## config.mk

```make
export PLATFORM = sky130hd
export DESIGN_NAME = modflag_irq_ctrl
export DESIGN_NICKNAME = d
export VERILOG_FILES = /design/src/rtl/modflag_pkg.sv /design/src/rtl/modflag_sync.sv /design/src/rtl/modflag_init.sv /design/src/rtl/modflag_flagbank.sv /design/src/rtl/modflag_irq.sv /design/src/rtl/modflag_irq_ctrl.sv
export SDC_FILE = /design/constraint.sdc
export NUM_CORES = 1
export LEC_CHECK = 0
export ABC_AREA = 1
export BUFFER_PORTS_ARGS = -buffer_cell sky130_fd_sc_hd__buf_2
export CORE_MARGIN = 5
export CORE_UTILIZATION = 45
export DETAILED_ROUTE_END_ITERATION = 12
export HOLD_SLACK_MARGIN = 0.15
export PLACE_DENSITY = 0.68
export SYNTH_ARGS = -nofsm -noshare
export SYNTH_HDL_FRONTEND = slang
export SYNTH_SLANG_ARGS = --single-unit
```

## constraint.sdc

```tcl
create_clock -name clk -period 3.7 [get_ports clk]
set_clock_uncertainty 0.05 [all_clocks]
set_input_delay 1.11 -clock clk [delete_from_list [all_inputs] [get_ports clk]]
set_output_delay 1.11 -clock clk [all_outputs]
set_load 0.1 [all_outputs]
```

## src/rtl/modflag_pkg.sv

```systemverilog
// Shared types for the status flag interrupt controller.
package modflag_pkg;
    typedef enum logic {
        IRQ_STATIC = 1'b0,
        IRQ_PULSE  = 1'b1
    } irq_mode_e;

    localparam int ADDR_W = 8;
endpackage

```

## src/rtl/modflag_sync.sv

```systemverilog
// Multi-stage synchroniser for the raw condition lines.
// Assumes every input bit is independent; no bus coherency is needed.
module modflag_sync #(
    parameter int W      = 16,
    parameter int STAGES = 2
) (
    input  logic         clk,
    input  logic         rst_n,
    input  logic [W-1:0] d_i,
    output logic [W-1:0] q_o
);
    logic [W-1:0] stg_q [STAGES];

    for (genvar s = 0; s < STAGES; s++) begin : g_stage
        if (s == 0) begin : g_first
            // First stage samples the asynchronous lines.
            always_ff @(posedge clk) begin
                if (!rst_n) stg_q[0] <= '0;
                else        stg_q[0] <= d_i;
            end
        end else begin : g_next
            // Later stages shift the value along the chain.
            always_ff @(posedge clk) begin
                if (!rst_n) stg_q[s] <= '0;
                else        stg_q[s] <= stg_q[s-1];
            end
        end
    end

    assign q_o = stg_q[STAGES-1];
endmodule

```

## src/rtl/modflag_init.sv

```systemverilog
// Start-up sequencer: counts INIT_CYCLES after reset, then raises ready
// and a pending ready event that a read of the status byte acknowledges.
// Assumes INIT_CYCLES >= 1.
module modflag_init #(
    parameter int INIT_CYCLES = 20,
    parameter int STATUS_ADDR = 2
) (
    input  logic                       clk,
    input  logic                       rst_n,
    input  logic                       rd_done_i,
    input  logic [modflag_pkg::ADDR_W-1:0] rd_addr_i,
    output logic                       ready_o,
    output logic                       pend_o
);
    localparam int CW = $clog2(INIT_CYCLES + 1);
    localparam logic [CW-1:0] LAST = CW'(INIT_CYCLES - 1);

    logic [CW-1:0] cnt_q;
    logic          ready_q;
    logic          pend_q;
    logic          ack;

    assign ack = rd_done_i && (rd_addr_i == modflag_pkg::ADDR_W'(STATUS_ADDR));

    // Count the start-up delay and raise ready when it expires.
    always_ff @(posedge clk) begin
        if (!rst_n) begin
            cnt_q   <= '0;
            ready_q <= 1'b0;
        end else if (!ready_q) begin
            cnt_q <= cnt_q + 1'b1;
            if (cnt_q == LAST) ready_q <= 1'b1;
        end
    end

    // Ready event: set with ready, cleared by a status byte read.
    always_ff @(posedge clk) begin
        if (!rst_n)                          pend_q <= 1'b0;
        else if (!ready_q && cnt_q == LAST)  pend_q <= 1'b1;
        else if (ack)                        pend_q <= 1'b0;
    end

    assign ready_o = ready_q;
    assign pend_o  = pend_q;

    p_reset_idle_r1: assert property (@(posedge clk)
        !rst_n |=> (!ready_q && !pend_q));

    p_init_hold_r2: assert property (@(posedge clk) disable iff (!rst_n)
        (!ready_q && cnt_q < LAST) |=> !ready_q);

    p_ready_event_r3: assert property (@(posedge clk) disable iff (!rst_n)
        $rose(ready_q) |-> pend_q);
endmodule

```

## src/rtl/modflag_flagbank.sv

```systemverilog
// Sticky flag register bank. Flags set from synchronised conditions while
// ready and clear per byte on a completed read of that byte. Clear wins on
// the clearing edge, so a persisting condition re-sets the flag one edge later.
module modflag_flagbank #(
    parameter int NBYTES    = 2,
    parameter int BASE_ADDR = 3
) (
    input  logic                           clk,
    input  logic                           rst_n,
    input  logic                           ready_i,
    input  logic [8*NBYTES-1:0]            cond_s_i,
    input  logic                           rd_done_i,
    input  logic [modflag_pkg::ADDR_W-1:0] rd_addr_i,
    output logic [8*NBYTES-1:0]            flags_o
);
    localparam int NF = 8 * NBYTES;

    logic [NF-1:0] flags_q;
    logic [NF-1:0] clr_v;
    logic [NF-1:0] keep_v;

    for (genvar b = 0; b < NBYTES; b++) begin : g_byte
        // Byte b is cleared when the completed read addresses it.
        assign clr_v[8*b +: 8] =
            {8{rd_done_i && (rd_addr_i == modflag_pkg::ADDR_W'(BASE_ADDR + b))}};
    end

    assign keep_v = flags_q & ~clr_v;

    // Latch new conditions, drop cleared bytes.
    always_ff @(posedge clk) begin
        if (!rst_n)        flags_q <= '0;
        else if (ready_i)  flags_q <= (flags_q | cond_s_i) & ~clr_v;
        else               flags_q <= '0;
    end

    assign flags_o = flags_q;

    p_sticky_r5: assert property (@(posedge clk) disable iff (!rst_n)
        ready_i |=> ((flags_q & $past(keep_v)) == $past(keep_v)));

    p_read_clears_r6: assert property (@(posedge clk) disable iff (!rst_n)
        (|clr_v) |=> ((flags_q & $past(clr_v)) == '0));
endmodule

```

## src/rtl/modflag_irq.sv

```systemverilog
// Interrupt pin generator. Forms the pending term from unmasked flags and
// the ready event, then drives the pin as a static level or a fixed pulse.
// Assumes PULSE_CYCLES >= 1.
module modflag_irq #(
    parameter int NF           = 16,
    parameter int PULSE_CYCLES = 4
) (
    input  logic          clk,
    input  logic          rst_n,
    input  logic          ready_i,
    input  logic          pend_i,
    input  logic [NF-1:0] flags_i,
    input  logic [NF-1:0] mask_i,
    input  logic          pulse_mode_i,
    output logic          intl_n_o
);
    import modflag_pkg::*;

    localparam int PW = $clog2(PULSE_CYCLES + 1);

    irq_mode_e     mode_q;
    logic          irq_any;
    logic          prev_q;
    logic          stat_q;
    logic [PW-1:0] pcnt_q;

    assign irq_any = ready_i && ((|(flags_i & ~mask_i)) || pend_i);

    // Register the mode select; static after reset.
    always_ff @(posedge clk) begin
        if (!rst_n) mode_q <= IRQ_STATIC;
        else        mode_q <= pulse_mode_i ? IRQ_PULSE : IRQ_STATIC;
    end

    // Static level and rise detector for the pending term.
    always_ff @(posedge clk) begin
        if (!rst_n) begin
            stat_q <= 1'b1;
            prev_q <= 1'b0;
        end else begin
            stat_q <= !irq_any;
            prev_q <= irq_any;
        end
    end

    // Pulse width counter, loaded on every rise of the pending term.
    always_ff @(posedge clk) begin
        if (!rst_n)                  pcnt_q <= '0;
        else if (irq_any && !prev_q) pcnt_q <= PW'(PULSE_CYCLES);
        else if (pcnt_q != '0)       pcnt_q <= pcnt_q - 1'b1;
    end

    assign intl_n_o = (mode_q == IRQ_PULSE) ? (pcnt_q == '0) : stat_q;

    p_static_level_r9: assert property (@(posedge clk) disable iff (!rst_n)
        1'b1 |=> ((mode_q == IRQ_PULSE) || (intl_n_o == !$past(irq_any))));

    p_pulse_load_r10: assert property (@(posedge clk) disable iff (!rst_n)
        (irq_any && !prev_q) |=> (pcnt_q == PW'(PULSE_CYCLES)));

    p_quiet_unready_r1: assert property (@(posedge clk) disable iff (!rst_n)
        !ready_i |-> intl_n_o);
endmodule

```

## src/rtl/modflag_irq_ctrl.sv

```systemverilog
// Top of the status flag interrupt controller. Chains the condition
// synchroniser, the flag bank, the start-up sequencer and the pin generator.
// Assumes rd_done_i is a one-cycle strobe from the serial slave.
module modflag_irq_ctrl #(
    parameter int FLAG_BYTES     = 2,
    parameter int SYNC_STAGES    = 2,
    parameter int INIT_CYCLES    = 20,
    parameter int PULSE_CYCLES   = 4,
    parameter int FLAG_BASE_ADDR = 3,
    parameter int STATUS_ADDR    = 2
) (
    input  logic                    clk,
    input  logic                    rst_n,
    input  logic [8*FLAG_BYTES-1:0] cond_i,
    input  logic [8*FLAG_BYTES-1:0] mask_i,
    input  logic                    pulse_mode_i,
    input  logic                    rd_done_i,
    input  logic [7:0]              rd_addr_i,
    output logic [8*FLAG_BYTES-1:0] flags_o,
    output logic                    dnr_o,
    output logic                    intl_n_o,
    output logic                    tx_en_o,
    output logic                    rx_en_o,
    output logic                    slave_quiet_o
);
    localparam int NF = 8 * FLAG_BYTES;

    logic [NF-1:0] cond_s;
    logic [NF-1:0] flags;
    logic          ready;
    logic          pend;

    modflag_sync #(.W(NF), .STAGES(SYNC_STAGES)) u_sync (
        .clk   (clk),
        .rst_n (rst_n),
        .d_i   (cond_i),
        .q_o   (cond_s)
    );

    modflag_init #(.INIT_CYCLES(INIT_CYCLES), .STATUS_ADDR(STATUS_ADDR)) u_init (
        .clk       (clk),
        .rst_n     (rst_n),
        .rd_done_i (rd_done_i),
        .rd_addr_i (rd_addr_i),
        .ready_o   (ready),
        .pend_o    (pend)
    );

    modflag_flagbank #(.NBYTES(FLAG_BYTES), .BASE_ADDR(FLAG_BASE_ADDR)) u_bank (
        .clk       (clk),
        .rst_n     (rst_n),
        .ready_i   (ready),
        .cond_s_i  (cond_s),
        .rd_done_i (rd_done_i),
        .rd_addr_i (rd_addr_i),
        .flags_o   (flags)
    );

    modflag_irq #(.NF(NF), .PULSE_CYCLES(PULSE_CYCLES)) u_irq (
        .clk          (clk),
        .rst_n        (rst_n),
        .ready_i      (ready),
        .pend_i       (pend),
        .flags_i      (flags),
        .mask_i       (mask_i),
        .pulse_mode_i (pulse_mode_i),
        .intl_n_o     (intl_n_o)
    );

    assign flags_o       = flags;
    assign dnr_o         = !ready;
    assign tx_en_o       = ready;
    assign rx_en_o       = ready;
    assign slave_quiet_o = !ready;

    p_enables_track_r2: assert property (@(posedge clk) disable iff (!rst_n)
        (tx_en_o == rx_en_o) && (tx_en_o != dnr_o) && (slave_quiet_o == dnr_o));
endmodule

```

==> parameters.txt, run 1 <==
Parameter                              Value

Run status
  Run status    completed

Global route
  Leftover overflow at the end of global routing    0
  Overall track demand over capacity in global routing    13.9%
  Global-route wire length before repair    6.59 mm
  Number of global-route vias before repair    1594
  Initial antenna violation count    0
  Largest net degree at the start of global routing    23

Setup path
  Endpoint required time on the critical path    2.54 ns
  Arrival time at the worst endpoint    1.75 ns
  Kind of critical path    reg2out
  Critical Path End Type    output port
  Worst Setup Start Kind    flip-flop
  Largest fanout on the critical path    5

STA
  Relative slew slack    67.2%
  Final sum of negative setup slack    0 ns
  Minimum clock period after layout    2.91 ns
  Final Slew Violations    0
  Worst-case hold slack    0.357 ns
  Transition time at the pin with the least slew margin    0.495 ns
  Tcrit/Tclk final    78.8%
  Setup-violating endpoint count in the final report    0
  RSZ-0062 raised after global routing    no
  Maximum operating frequency    343 MHz
  Number of hold violations in the final report    0

Layout
  Layout cells sized above 1    25.3%
  Final core utilization    58.2%
  Multi-input combinational cell area    633 sq um
  Final net count    390
  N_diodes    0
  Area added between synthesis and finish    26.9%
  Area occupied by registers    1220 sq um
  Number of fill cells in the layout    445

Clocking
  Insertion delay of the later-clocked pin in the worst-skew pair    0.33 ns
  Post-CTS setup buffer count    0
  TritonCTS Buffers    9
  Number of sinks driven by the clock tree    61
  H-tree levels    3
  Number of hold buffers added after CTS    0
  CTS tree    yes
  Clock root buffer    sky130_fd_sc_hd__clkbuf_8
  Post-CTS sizing    0
  Clock Tree Buf Depth    2
  Clock edge transition at the registers on the reported setup and hold paths    0.06 ns

Routing
  Count of TritonRoute iterations in the first routing pass    4
  Post-detailed-route DRC marker count    0
  Iter 0 DRT Violations    34
  Wirelength per Cell    9.62 microns
  Wire length after detailed routing    3.87 mm
  Via Count    1690
  Post-route ant nets    0
  Routed via count divided by cell count    4.20

Yosys
  Synthesized netlist net count    321
  Number of synthesized flops with an enable pin    0
  Most numerous cell types in the synthesized netlist    sky130_fd_sc_hd__inv_1, sky130_fd_sc_hd__dfxtp_1, sky130_fd_sc_hd__nand2_1
  FF+latch count, synth    61
  Xor/xnor share of the synthesized area    0.410%
  Largest family of logic cells by synthesized area    simple AND/OR/NAND/NOR gates
  Top cells by area in the synthesized netlist    sky130_fd_sc_hd__dfxtp_1, sky130_fd_sc_hd__inv_1, sky130_fd_sc_hd__nand2_1, sky130_fd_sc_hd__nor2_1, sky130_fd_sc_hd__ha_1
  Synthesized-area fraction occupied by ao, oa, aoi and oai cells    3.63%
  Mux contribution to synthesized area    0.527%
  Portion of the post-synthesis area used by sequential elements    57.1%
  Synth Area in Simple Gates    23.3%
  Post-Syn Area    2140 sq um
  Cell with the most instances after synthesis    sky130_fd_sc_hd__inv_1
  Cells after Synth    274
  Cell type contributing the most total cell area after synthesis    sky130_fd_sc_hd__dfxtp_1
  Synth top area share    57.1%
  Number of warnings printed during yosys synthesis    0
  Fraction of registers with async set/reset    0%
  Synth cell types    23
  Post-synthesis share of cell area spent on full adders, half adders and majority gates    1.76%
  Top flip-flop cell by instance count after synthesis    sky130_fd_sc_hd__dfxtp_1
  Avg Inst Size Synth    7.80 sq um

Pwr
  Power consumption    1.50 mW
  Worst-case vdd ir drop    384 uV
  Static leakage power    1.55 nW
  Power density of the placed cells    554 nW/um^2

Floorplanning
  Area enclosed by the die boundary    6230 sq um
  IO Count    65
  Starting Density    45.9%
  Die X-Extent    78.9 microns
  CORE AREA    4660 sq um
  # rows    25
  Height of the die    78.9 microns

Place
  Post-detailed-placement half-perimeter wirelength    2.83 mm
  Routability cong.    0.753
  Number of input and output port buffers inserted    64

Min path
  Min-delay worst type    reg2reg

Flow run
  Max_cap viols    0
final timing paths:
| kind | startpoint | to | slack (ns) | cells past startpoint |
|---|---|---|---|---|
| worst max-delay path | u_irq.pcnt_q[0] | intl_n_o | 0.79 | 6 |
| worst min-delay path | u_sync.stg_q[0][6] | u_sync.stg_q[1][6] | 0.36 | 2 |
| worst max register to register | u_irq.pcnt_q[0] | u_irq.pcnt_q[1] | 2.48 | 8 |
| worst min register to register | u_sync.stg_q[0][6] | u_sync.stg_q[1][6] | 0.36 | 2 |
layout make-up:
cell class,instances,area share [%]
clock buffer,13,5.86
clock inverter,3,2.49
inverter,63,8.72
multi-input combinational,143,23.3
sequential,61,45.0
tap,54,2.49
timing repair buffer,65,12.1
state kept, by name, indices dropped and copies added, names as in the netlist, 3 cells and up:
signal	count
u_sync.stg_q	32
u_init.cnt_q	5
u_irq.pcnt_q	3
u_bank.flags_o	16
power by group:
group          internal, mW  switching, mW  total, mW
sequential            0.691         0.0143      0.705
clock                 0.417          0.236      0.652
combinational        0.0589         0.0873      0.146
logic make-up after synthesis:
logic type / after synthesis
compound gates: 14
xor+xnor: 1
fa+ha+maj: 3
buf+inv: 70
flops: 61
mux: 1
simple gates: 124
per-stage QoR:
step	worst slack (ns)	instances	cell area, sq um
final	0.785	402	2710
after global routing	0.622	402	2710
after CTS	0.758	402	2710
after detailed placement	1.13	386	2490
after global placement	1.17	386	2490
after floorplan	0.642	274	2140
layer usage:
| metal | share of wire (%) | up-vias | global-route usage, % | wire, microns |
|---|---|---|---|---|
| li1 | - | 930 | - | - |
| met1 | 42 | 713 | 13.9 | 1640 |
| met2 | 49 | 40 | 24.5 | 1910 |
| met3 | 6.1 | 7 | 6.69 | 236 |
| met4 | 2.1 | 0 | 5.67 | 81 |
| met5 | 0 | - | 0 | 0 |
placed cells by master, fill, tap and decap left out:
master / instances
sky130_fd_sc_hd__inv_1: 62
sky130_fd_sc_hd__clkbuf_8: 11
sky130_fd_sc_hd__clkinvlp_4: 1
sky130_fd_sc_hd__bufinv_16: 2
sky130_fd_sc_hd__nor3_1: 1
sky130_fd_sc_hd__a21oi_1: 4
sky130_fd_sc_hd__nand4_1: 4
sky130_fd_sc_hd__o21ai_1: 2
sky130_fd_sc_hd__inv_2: 1
sky130_fd_sc_hd__o21ai_2: 1
sky130_fd_sc_hd__buf_2: 64
sky130_fd_sc_hd__nand2_2: 5
sky130_fd_sc_hd__ha_1: 3
sky130_fd_sc_hd__mux2_2: 1
sky130_fd_sc_hd__nand2_1: 58
sky130_fd_sc_hd__a31oi_1: 1
sky130_fd_sc_hd__clkbuf_1: 2
sky130_fd_sc_hd__nor2_1: 51
sky130_fd_sc_hd__buf_4: 1
sky130_fd_sc_hd__xor2_1: 1
sky130_fd_sc_hd__o21ai_0: 5
sky130_fd_sc_hd__o211ai_1: 1
sky130_fd_sc_hd__nor2_2: 1
sky130_fd_sc_hd__dfxtp_1: 61
sky130_fd_sc_hd__nand3_1: 3
sky130_fd_sc_hd__and3_1: 1
worst max-delay path, stage by stage, from the launching register on:
cell                      delay [ns]
sky130_fd_sc_hd__dfxtp_1        0.32
sky130_fd_sc_hd__inv_1          0.08
sky130_fd_sc_hd__ha_1           0.14
sky130_fd_sc_hd__inv_1          0.03
sky130_fd_sc_hd__nor2_1         0.23
sky130_fd_sc_hd__mux2_2         0.21
sky130_fd_sc_hd__buf_2          0.41
(Power assumes the default switching activity.)
==> run 2, diff against run 1 <==
- clock period: 3.7 -> 2.85 ns (I/O delays scaled with it)
==> parameters.txt, run 2 (synthesis gave the netlist of run 1 again) <==
Parameter                              Value

Routing
  Via Count    1726 (+2.1%)
  Iter 0 DRT Violations    75 (+120%)
  Count of TritonRoute iterations in the first routing pass    4 (unchanged)
  Post-detailed-route DRC marker count    0 (unchanged)
  Routed via count divided by cell count    4.29 (+2.1%)
  Wire length after detailed routing    3.88 mm (+0.28%)
  Post-route ant nets    0 (unchanged)
  Wirelength per Cell    9.65 microns (+0.28%)

Clocking
  CTS tree    yes
  Insertion delay of the later-clocked pin in the worst-skew pair    0.32 ns (about the same)
  Number of sinks driven by the clock tree    61 (unchanged)
  H-tree levels    3 (unchanged)
  Clock Tree Buf Depth    2 (unchanged)
  TritonCTS Buffers    9 (unchanged)
  Post-CTS setup buffer count    0 (unchanged)
  Clock edge transition at the registers on the reported setup and hold paths    0.07 ns (about the same)
  Clock root buffer    sky130_fd_sc_hd__clkbuf_8
  Number of hold buffers added after CTS    0 (unchanged)
  Post-CTS sizing    0 (unchanged)

Global route
  Overall track demand over capacity in global routing    13.8% (-0.083 points)
  Global-route wire length before repair    6.52 mm (-1.0%)
  Initial antenna violation count    0 (unchanged)
  Largest net degree at the start of global routing    25 (+8.7%)
  Leftover overflow at the end of global routing    0 (unchanged)
  Number of global-route vias before repair    1556 (-2.4%)

Place
  Number of input and output port buffers inserted    64 (unchanged)
  Post-detailed-placement half-perimeter wirelength    2.95 mm (+4.2%)
  Routability cong.    0.731 (-3.0%)

Floorplanning
  Height of the die    78.9 microns (unchanged)
  Starting Density    45.9% (unchanged)
  CORE AREA    4660 sq um (unchanged)
  Die X-Extent    78.9 microns (unchanged)
  Area enclosed by the die boundary    6230 sq um (unchanged)
  IO Count    65 (unchanged)
  # rows    25 (unchanged)

Setup path
  Crit path launch    u_irq.pcnt_q[0]
  Endpoint required time on the critical path    1.95 ns (-0.59 ns)
  Critical Path End Type    output port
  R2R depth    7 (-1)
  Worst path slowest cell    sky130_fd_sc_hd__buf_2
  Arrival time at the worst endpoint    1.77 ns (+0.02 ns)
  Slack of the worst reg-to-reg path    1.60 ns (-0.88 ns)
  Most used cell, CP    sky130_fd_sc_hd__inv_1
  Kind of critical path    reg2out
  Cell chain of the critical path    inv_1, ha_1, inv_1, nor2_1, mux2_2, buf_2
  Worst Setup Start Kind    flip-flop
  Largest fanout on the critical path    5 (unchanged)
  Worst R2R End    u_irq.pcnt_q[2]
  Critical register-to-register path startpoint    u_irq.pcnt_q[0]
  Largest incremental delay on the critical path    0.41 ns (about the same)

STA
  Tcrit/Tclk final    93.9%
  Setup-violating endpoint count in the final report    0 (unchanged)
  Number of hold violations in the final report    0 (unchanged)
  RSZ-0062 raised after global routing    no
  Minimum clock period after layout    2.68 ns
  Relative slew slack    67.6% (+0.37 points)
  Final Slew Violations    0 (unchanged)
  Final sum of negative setup slack    0 ns (unchanged)
  Transition time at the pin with the least slew margin    0.490 ns (-0.00566 ns)
  Maximum operating frequency    374 MHz

Pwr
  Power density of the placed cells    688 nW/um^2 (+24%)
  Worst-case vdd ir drop    402 uV (+4.8%)
  Switching power share of the total    24.5% (+2.0 points)
  Clk pwr share    40.2% (-3.2 points)
  Sw power    0.452 mW (+34%)
  Proportion of power drawn by flip-flops and latches    49.5% (+2.6 points)
  Combinational share of power    10.3% (+0.6 points)
  Internal Pwr Total    1.40 mW (+20%)
  Static leakage power    1.53 nW (-1.0%)

Layout
  Commonest non-fill, non-tap cell in the layout    sky130_fd_sc_hd__buf_2
  Final core utilization    57.6% (-0.56 points)
  Final net count    390 (unchanged)
  N_diodes    0 (unchanged)
  Number of fill cells in the layout    450 (+1.1%)
  Layout cells sized above 1    25.9% (+0.57 points)
  Flip-flop count of the largest register, all copies and words added    32 (unchanged)
  Register name with the most flops    u_sync.stg_q
  Most frequent cells in the layout    sky130_fd_sc_hd__buf_2, sky130_fd_sc_hd__inv_1, sky130_fd_sc_hd__dfxtp_1
  Area added between synthesis and finish    25.7%

Min path
  Min-delay worst type    reg2reg
  Launch point of the worst hold path    u_sync.stg_q[0][1]
  Endpoint of the worst hold path    u_sync.stg_q[1][1]
  Cell depth of the worst hold path    2 (unchanged)

Run status
  Run status    completed

Flow run
  Max_cap viols    0 (unchanged)
==> run 2: cell count changes in the layout (fill, tap and decap cells not counted), sizes merged <==
cell and delta:
clkinv +2, clkinvlp +2, clkbuf -3, bufinv -1
==> run 2: power groups by stage <==
stage	Sequential [mW]	Combinational [mW]	Clock, mW
finish	0.916	0.190	0.744
floorplan	0.931	0.141	0
global route	0.921	0.224	0.811
global placement	0.933	0.185	0
detailed placement	0.935	0.190	0
CTS	0.915	0.192	0.771
==> run 2: worst max-delay path: cells and delay by family (launching register included) <==
kind                     cells  cell delay, ns
buffers and inverters        3            0.52
AND/OR/NAND/NOR              1            0.25
multiplexers                 1            0.21
adder cells (fa/ha/maj)      1            0.14
flip-flops                   1            0.32
==> run 2: layout make-up <==
type | count | area, sq um | share of cell area, %
Clock inverter | 6 | 62.6 | 2.33
Tap cell | 54 | 67.6 | 2.52
Inverter | 63 | 236 | 8.80
Clock buffer | 10 | 138 | 5.12
Timing Repair Buffer | 65 | 328 | 12.2
Sequential cell | 61 | 1220 | 45.5
Multi-Input combinational cell | 143 | 633 | 23.6
==> run 2: metal layers <==
| metal | GRT usage, % | vias to the layer above | share of wire [%] |
|---|---|---|---|
| li1 | - | 928 | - |
| met1 | 15.1 | 738 | 43 |
| met2 | 22.2 | 50 | 49 |
| met3 | 4.76 | 10 | 5.8 |
| met4 | 9.97 | 0 | 2.7 |
| met5 | 0 | - | 0 |
==> run 2: worst max path at each step <==
stage	cells past startpoint	to	slack, ns
after floorplan	2	slave_quiet_o	0.05
after global placement	6	intl_n_o	0.58
after detailed placement	6	intl_n_o	0.52
after CTS	6	intl_n_o	0.13
after global routing	6	intl_n_o	0.03
final	6	intl_n_o	0.17
==> run 2: through the flow <==
step / power, mW / hold WS (ns) / instances / cell area (sq um) / worst slack, ns
2_1_floorplan: 1.07 / 0.340 / 274 / 2140 / 0.0471
3_3_place_gp: 1.12 / 0.342 / 386 / 2490 / 0.583
3_5_place_dp: 1.12 / 0.346 / 386 / 2490 / 0.518
4_1_cts: 1.88 / 0.361 / 402 / 2690 / 0.135
5_1_grt: 1.96 / 0.384 / 402 / 2690 / 0.0349
6_report: 1.85 / 0.361 / 402 / 2690 / 0.173
==> run 3, diff against run 2 <==
- RECOVER_POWER: not set -> 25
- SYNTH_HIERARCHICAL: not set -> 1
==> parameters.txt, run 3 <==
Parameter                              Value

Routing
  Via Count    1762 (+2.1%)
  Iter 0 DRT Violations    46 (-39%)
  Post-route ant nets    0 (unchanged)
  Post-detailed-route DRC marker count    0 (unchanged)
  Count of TritonRoute iterations in the first routing pass    4 (unchanged)
  Wirelength per Cell    9.75 microns (+1.0%)
  Routed via count divided by cell count    4.12 (-4.1%)
  Wire length after detailed routing    4.17 mm (+7.6%)

Global route
  Number of global-route vias before repair    1639 (+5.3%)
  Global-route wire length before repair    7.05 mm (+8.1%)
  Leftover overflow at the end of global routing    0 (unchanged)
  Initial antenna violation count    0 (unchanged)
  Overall track demand over capacity in global routing    14.4% (+0.62 points)
  Largest net degree at the start of global routing    26 (+4.0%)

Floorplanning
  Height of the die    80.5 microns (+2.1%)
  Starting Density    46.8% (+0.95 points)
  Area enclosed by the die boundary    6490 sq um (+4.2%)
  # rows    25 (unchanged)
  Die X-Extent    80.5 microns (+2.1%)
  IO Count    65 (unchanged)
  CORE AREA    4790 sq um (+2.7%)

Yosys
  Number of synthesized flops with an enable pin    0 (unchanged)
  Post-Syn Area    2240 sq um (+4.8%)
  Portion of the post-synthesis area used by sequential elements    54.5% (-2.6 points)
  Avg Inst Size Synth    7.83 sq um (+0.40%)
  Cell with the most instances after synthesis    sky130_fd_sc_hd__inv_1
  Top cells by area in the synthesized netlist    sky130_fd_sc_hd__dfxtp_1, sky130_fd_sc_hd__inv_1, sky130_fd_sc_hd__nand2_1, sky130_fd_sc_hd__nor2_1, sky130_fd_sc_hd__o21ai_0
  Synth cell types    22 (-4.3%)
  Fraction of registers with async set/reset    0% (unchanged)
  Most numerous cell types in the synthesized netlist    sky130_fd_sc_hd__inv_1, sky130_fd_sc_hd__nand2_1, sky130_fd_sc_hd__dfxtp_1
  Number of warnings printed during yosys synthesis    6 (+6)
  Synth top area share    54.5% (-2.6 points)
  Synthesized netlist net count    333 (+3.7%)
  Top flip-flop cell by instance count after synthesis    sky130_fd_sc_hd__dfxtp_1
  Cell type contributing the most total cell area after synthesis    sky130_fd_sc_hd__dfxtp_1
  Cells after Synth    286 (+4.4%)
  FF+latch count, synth    61 (unchanged)

STA
  Transition time at the pin with the least slew margin    1.01 ns (+0.516 ns)
  Number of hold violations in the final report    0 (unchanged)
  Maximum operating frequency    377 MHz (+1.0%)
  Final Slew Violations    0 (unchanged)
  Minimum clock period after layout    2.65 ns (-0.0271 ns)
  Relative slew slack    32.9% (-35 points)
  Tcrit/Tclk final    93.0% (-0.95 points)
  Setup-violating endpoint count in the final report    0 (unchanged)
  RSZ-0062 raised after global routing    no
  Final sum of negative setup slack    0 ns (unchanged)

Layout
  Final net count    403 (+3.3%)
  Flip-flop count of the largest register, all copies and words added    32 (unchanged)
  Final core utilization    58.6% (+0.92 points)
  N_diodes    0 (unchanged)
  Register name with the most flops    u_sync/stg_q
  Final non-filler cell area    2800 sq um (+4.3%)
  Number of fill cells in the layout    469 (+4.2%)
  Most frequent cells in the layout    sky130_fd_sc_hd__inv_1, sky130_fd_sc_hd__buf_2, sky130_fd_sc_hd__nand2_1
  Commonest non-fill, non-tap cell in the layout    sky130_fd_sc_hd__inv_1
  Layout cells sized above 1    26.3% (+0.45 points)
  Area added between synthesis and finish    25.1%

Setup path
  Largest fanout on the critical path    5 (unchanged)
  Kind of critical path    reg2out
  Critical Path End Type    output port
  Worst Setup Start Kind    flip-flop
  Arrival time at the worst endpoint    1.74 ns (-0.03 ns)
  Endpoint required time on the critical path    1.95 ns (about the same)

Place
  Post-detailed-placement half-perimeter wirelength    3.15 mm (+6.9%)
  Standard cell area after detailed placement    2590 sq um (+4.3%)
  Routability cong.    0.726 (-0.60%)
  Number of input and output port buffers inserted    64 (unchanged)

Clocking
  Post-CTS setup buffer count    0 (unchanged)
  TritonCTS Buffers    9 (unchanged)
  CTS tree    yes
  Clock edge transition at the registers on the reported setup and hold paths    0.06 ns (about the same)
  Number of sinks driven by the clock tree    61 (unchanged)
  Number of hold buffers added after CTS    0 (unchanged)
  H-tree levels    3 (unchanged)
  Clock Tree Buf Depth    2 (unchanged)
  Clock root buffer    sky130_fd_sc_hd__clkbuf_8
  Post-CTS sizing    0 (unchanged)
  Insertion delay of the later-clocked pin in the worst-skew pair    0.32 ns (about the same)

Pwr
  Static leakage power    1.58 nW (+3.3%)
  Power density of the placed cells    671 nW/um^2 (-2.5%)
  Worst-case vdd ir drop    361 uV (-10%)

Min path
  Min-delay worst type    reg2reg

Flow run
  Max_cap viols    0 (unchanged)

Run status
  Run status    completed
==> run 3: cell count changes in the layout (fill, tap and decap cells not counted), moves of 2 or more <==
cell	before	now
sky130_fd_sc_hd__o21ai_0	5	20
sky130_fd_sc_hd__nor2_2	1	3
sky130_fd_sc_hd__nor2_1	51	33
sky130_fd_sc_hd__clkbuf_8	10	12
sky130_fd_sc_hd__inv_1	62	66
sky130_fd_sc_hd__a21oi_1	4	7
sky130_fd_sc_hd__clkinvlp_4	3	1
sky130_fd_sc_hd__nand2_1	58	63
sky130_fd_sc_hd__nand4_1	4	2
sky130_fd_sc_hd__nand3_1	3	5
sky130_fd_sc_hd__nor2_4	0	2
sky130_fd_sc_hd__clkbuf_1	0	2
==> run 3: cell families (layout without fill, tap and decap cells) <==
| family | Yosys count | after routing | synth area share [%] |
|---|---|---|---|
| fa+ha+maj | 3 | 3 | 1.68 |
| mux | 1 | 1 | 0.503 |
| flops | 61 | 61 | 54.5 |
| buf+inv | 74 | 149 | 14.1 |
| simple gates | 116 | 116 | 22.1 |
| xor+xnor | 1 | 1 | 0.391 |
| compound gates | 30 | 30 | 6.70 |
==> run 3: worst paths after layout <==
kind / cells after the start / slack (ns) / end / from
worst max-delay path: 6 / 0.20 / intl_n_o / u_irq/pcnt_q[0]
worst min-delay path: 2 / 0.36 / u_sync/stg_q[1][14] / u_sync/stg_q[0][14]
worst max register to register: 6 / 1.62 / u_irq/pcnt_q[0] / u_irq/pcnt_q[0]
worst min register to register: 2 / 0.36 / u_sync/stg_q[1][14] / u_sync/stg_q[0][14]
==> run 3: report_power, final <==
group          internal, mW  switching (mW)  leakage [nW]
Clock                 0.474           0.297         0.106
Sequential            0.897          0.0183         0.500
Combinational        0.0770           0.116         0.978
Total                  1.45           0.432          1.58
==> run 3: per-stage QoR <==
stage                     hold WS [ns]  instances  setup slack [ns]  power (mW)
after floorplan                  0.336        286             0.247        1.07
after global placement           0.342        412             0.568        1.12
after detailed placement         0.345        412             0.519        1.13
after CTS                        0.362        428             0.159        1.91
after global routing             0.382        428            0.0653        1.99
final                            0.359        428             0.200        1.88
==> run 3: critical path: stages (launching register included) <==
cell	delay, ns
sky130_fd_sc_hd__dfxtp_1	0.32
sky130_fd_sc_hd__inv_1	0.08
sky130_fd_sc_hd__ha_1	0.14
sky130_fd_sc_hd__inv_1	0.03
sky130_fd_sc_hd__nor2_1	0.24
sky130_fd_sc_hd__mux2_2	0.21
sky130_fd_sc_hd__buf_2	0.42
==> run 3: metal layers <==
| metal | global-route usage (%) | vias up | share of wire [%] |
|---|---|---|---|
| met3 | 4.48 | 2 | 6.5 |
| met4 | 8.61 | 0 | 1.1 |
| met2 | 23.7 | 41 | 48 |
| li1 | - | 977 | - |
| met1 | 16.3 | 742 | 44 |
| met5 | 0 | - | 0 |
==> run 3: final cells by class <==
type	count	area (sq um)	area share, %
flip-flops and latches	61	1220	43.6
inverters	68	255	9.11
multi-input cells	151	703	25.1
repair buffers	65	327	11.7
clock buffers	13	169	6.03
well taps	67	83.8	2.99
clock inverters	3	42.5	1.52
